===== config.mk =====
export PLATFORM = sky130hd
export DESIGN_NAME = serial_alu8
export DESIGN_NICKNAME = d
export VERILOG_FILES = /design/src/rtl/serial_alu8.sv
export SDC_FILE = /design/constraint.sdc
export NUM_CORES = 1
export LEC_CHECK = 0
export BUFFER_PORTS_ARGS = -buffer_cell sky130_fd_sc_hd__buf_2
export CAP_MARGIN = 15
export CORE_MARGIN = 2
export CORE_UTILIZATION = 27
export CTS_CLUSTER_DIAMETER = 120
export DETAILED_ROUTE_END_ITERATION = 7
export GPL_TIMING_DRIVEN = 0
export PLACE_DENSITY = 0.47
export SYNTH_ARGS = -nofsm -noshare
export SYNTH_HDL_FRONTEND = slang
export SYNTH_SLANG_ARGS = --single-unit

===== constraint.sdc =====
create_clock -name clk -period 2 [get_ports clk]
set_input_delay 0.1 -clock clk [delete_from_list [all_inputs] [get_ports clk]]
set_output_delay 0.1 -clock clk [all_outputs]
set_load 0.02 [all_outputs]

===== src/rtl/serial_alu8.sv =====
module serial_alu8 #(
  parameter int W = 8
) (
  input  logic         clk,
  input  logic         rst_n,
  input  logic         start,
  input  logic [2:0]   op,
  input  logic [W-1:0] a,
  input  logic [W-1:0] b,
  input  logic         step,
  output logic [W-1:0] result,
  output logic         done,
  output logic         carry,
  output logic         zero,
  output logic         neg,
  output logic         busy
);
  localparam int CW = $clog2(W);
  localparam logic [2:0] OP_SHL = 3'd3;

  logic [W-1:0]  sa, sb;
  logic [2:0]    opr;
  logic [CW-1:0] cnt;
  logic          cy;

  wire           arith = opr[2];
  wire           fa    = sa[0];
  wire           fb    = sb[0] ^ (arith & opr[1]);
  wire           cout  = (fa & fb) | (cy & (fa ^ fb));
  wire           last  = (cnt == CW'(W - 1));
  wire [W-1:0]   shl   = {a[W-2:0], 1'b0};
  logic          sbit;
  logic [W-1:0]  nres;

  always_comb begin
    case (opr)
      3'd0:    sbit = fa & fb;
      3'd1:    sbit = fa | fb;
      3'd2:    sbit = fa ^ fb;
      default: sbit = fa ^ fb ^ cy;
    endcase
    nres = {sbit, result[W-1:1]};
  end

  always_ff @(posedge clk) begin
    if (!rst_n) begin
      result <= '0;
      sa     <= '0;
      sb     <= '0;
      opr    <= '0;
      cnt    <= '0;
      cy     <= 1'b0;
      done   <= 1'b0;
      carry  <= 1'b0;
      zero   <= 1'b0;
      neg    <= 1'b0;
      busy   <= 1'b0;
    end else begin
      done <= 1'b0;
      if (!busy && start) begin
        opr <= op;
        if (op == OP_SHL) begin
          result <= shl;
          carry  <= a[W-1];
          zero   <= (shl == '0);
          neg    <= shl[W-1];
          done   <= 1'b1;
        end else begin
          busy <= 1'b1;
          sa   <= a;
          sb   <= b;
          cnt  <= '0;
          cy   <= op[0] ? carry : op[1];
        end
      end else if (busy && step) begin
        sa     <= sa >> 1;
        sb     <= sb >> 1;
        result <= nres;
        cy     <= cout;
        cnt    <= cnt + 1'b1;
        if (last) begin
          busy <= 1'b0;
          done <= 1'b1;
          zero <= (nres == '0);
          neg  <= nres[W-1];
          if (arith) carry <= cout;
        end
      end
    end
  end
endmodule


==> results.cfg <==
[synthesis]
seq_area_frac_synth_pct = 41.4
synth_common_cells = nand2_1 (51), dfxtp_1 (36), nand3_1 (25), o211a_1 (20), buf_2 (6)
synth.top_cell.area_share_pct = 41.4
synth.area.top_cells = dfxtp_1 (41%), o211a_1 (12%), nand2_1 (11%), nand3_1 (7.2%), ha_1 (2.9%)
edff_count_synth = 0
ys_types = 34
synth.net_count = 232
post_synth.cell_area_avg_um2 = 8.53
async_set_or_reset_register_ratio_after_synthesis_pct = 0
synthAdderAreaFrac_pct = 4.03
gate_count_of_the_mapped_netlist = 204
synth_top_cell_by_area = dfxtp_1
post_synth_instance_area_um2 = 1740
ys.warnings.count = 0
dominantRegCellSynth = dfxtp_1
synth_top_family_by_area = simple AND/OR/NAND/NOR gates
yosys.cell_count.top_type = nand2_1
synth_xor_area_share_pct = 0.503
synth.ff_latch_count = 36
yosys-mux-area-fraction_pct = 1.73
basic_gate_share_of_the_synthesized_area_counting_and_or_nand_and_nor_cells_pct = 25.9
compound_gate_portion_of_the_synthesized_area_pct = 21.5

[sta]
clock_skew_ns = 0.00640
maxSlewHeadroom_pct = 66.4
finalSetupViolCount = 0
setup_tns_ns = 0
period_share_pct = 90.9
worst-slew-pin-transition_ns = 0.504
final-hold-violation-count = 0
unrepaired_setup_endpoints_after_global_routing = no
hold_slack_ns = 0.0744
number_of_pins_exceeding_their_max_slew_limit_in_the_final_report = 0
max_freq_ghz = 0.550
period_minus_slack_ns = 1.82

[routing]
routedLengthMet1_um = 2240
drc_errors = 0
vias = 1557
wl_um = 4510
wl_met3_um = 121
ant_nets = 0
highest_layer = met4
via_per_instance_ratio = 4.81
detailedRoute.firstPassIterationCount = 4
met2RoutedLength_um = 2100
drt_iter0_drc = 99
routedWlPerCell_um = 13.9

[setup_path]
critPathRequiredTime_ns = 2.21
worst-endpoint-arrival_ns = 2.03
reg2reg_setup_slack_ns = 0.18
timing.critical_path.from_type = register
criticalPathCategory = register to register
crit_path_top_delay_cell = fa_1
crit_chain = nand2_1, xnor2_2, inv_1, fa_1, a31oi_2, nand4_1, a31oi_1
worstRegToRegCells = 7
cpPeakStageDelay_ns = 0.47
critPathCaptureType = register
timing.rr.start = opr[1]
critPathMaxFanout = 5
critical_path.reg2reg.endpoint = neg

[clock_network]
clock_tree.htree_level_count = 2
clk_root_buffer_cell = clkbuf_8
numClockSinks = 36
cts_setup_buffers = 0
cts_buffers = 5
worstSkewPairLatency_ns = 0.28
clk_pin_slew_worst_paths_ns = 0.07
clock_tree_from_tritoncts = done
cts-root-to-sink-buffers = 2

[global_route]
grt_remaining_overflow = 0
grt_first_pass_wirelength_um = 7260
via_count_of_the_first_global_routing_pass = 1479
grt_antenna_before_repair = 0
grtUsageTotal_pct = 12.8
grt_max_degree = 11

[cells_and_area]
drive_gt1_share_pct = 23.1
cell_area_after_layout_um2 = 2120
antenna_cells = 0
syn_to_final_growth_pct = 21.7
fin_nets = 274

[die]
placement_rows = 29
design.die.area_um2 = 7100
floorplan.die.width_um = 84.3
ioPinCount = 36
start_util_pct = 27.7
core-area_um2 = 6280
die_height_um = 84.3

[min_path]
hold_path.class = primary input to register
hold-path-endpoint = sb[7]
min_from = b[7]
worst_hold_path.num_cells = 3

[flow_run]
max_cap_viol_count = 0

[place]
post_dp_cell_area_um2 = 2010
placement.io_buffers = 35
gp_routability_congestion = 0.719
dpl.hpwl_um = 3370

[pwr]
p_leak_nw = 1.08
max-vdd-ir-drop_v = 0.000307
power_density_nw_per_um2 = 791

[status]
run_status = completed
-- repair_timing --
action,in CTS,in global routing
gates resized for setup,0,4
setup endpoints to repair,0,3
hold buffers,0,0
-- worst max-delay path: cells and delay by family (launching register included) --
kind,cells,cell delay (ns)
AO/OA/AOI/OAI,2,0.40
flip-flops,1,0.38
adder cells (fa/ha/maj),1,0.47
XOR/XNOR,1,0.16
buffers and inverters,1,0.08
AND/OR/NAND/NOR,2,0.25
-- cell type report --
class,instances,area [um^2]
inverter,4,15.0
buffer,13,71.3
timing repair buffer,35,175
fill,703,4160
clock buffer,8,90.1
sequential,36,723
multi-input combinational,151,947
tap,77,96.3
-- state kept, by name, summed over array words and instances (netlist names) --
signal	count
busy	1
sb	8
done	1
zero	1
sa	8
opr	3
cnt	3
cy	1
neg	1
result	8
carry	1
-- worst max path at each step --
stage | endpoint | depth (start not counted) | slack [ns] | start
6_report | neg | 7 | 0.18 | opr[1]
5_1_grt | neg | 7 | 0.02 | opr[1]
4_1_cts | neg | 7 | 0.09 | opr[2]
3_5_place_dp | neg | 7 | 0.11 | opr[2]
3_3_place_gp | result[7] | 7 | 0.12 | opr[2]
2_1_floorplan | zero | 7 | 0.27 | opr[1]
-- where the power goes --
part           internal, mW  switching, mW  leakage (nW)  total [mW]
combinational         0.135          0.189         0.735       0.324
sequential            0.773         0.0419         0.296       0.815
clock                 0.281          0.256        0.0455       0.538
-- metal layers --
layer  GRT usage [%]  vias to the layer above
met5               0                        -
met3            2.95                        4
li1                -                      808
met4            3.96                        0
met1            17.0                      721
met2            20.8                       24
-- stage by stage --
step                std cells  power (mW)  utilization (%)  worst slack (ns)
floorplan                 204        1.04                -             0.270
global placement          316        1.15             32.1             0.121
detailed placement        316        1.15             32.1             0.107
CTS                       324        1.69             33.5            0.0864
global route              324        1.77             33.7            0.0233
finish                    324        1.68             33.7             0.182
-- logic make-up (layout without fill, tap and decap cells) --
| family | after synthesis | count (layout) |
|---|---|---|
| adders and majority gates | 5 | 5 |
| DFF | 36 | 36 |
| AOI/OAI and AO/OA | 46 | 46 |
| buffers and inverters | 17 | 60 |
| xor gates and xnor gates | 1 | 1 |
| and+or+nand+nor | 96 | 96 |
| muxes | 3 | 3 |
-- layout by cell type, fill, tap and decap left out, drive strengths merged, types with 4 or more instances in the layout --
cell,count
a31oi,4
nand2,51
o211a,20
a21boi,7
clkbuf,12
ha,4
o21ai,7
nor2b,5
dfxtp,36
buf,44
nand3,25
inv,4
No activity file was read; power rests on OpenSTA's default activity.
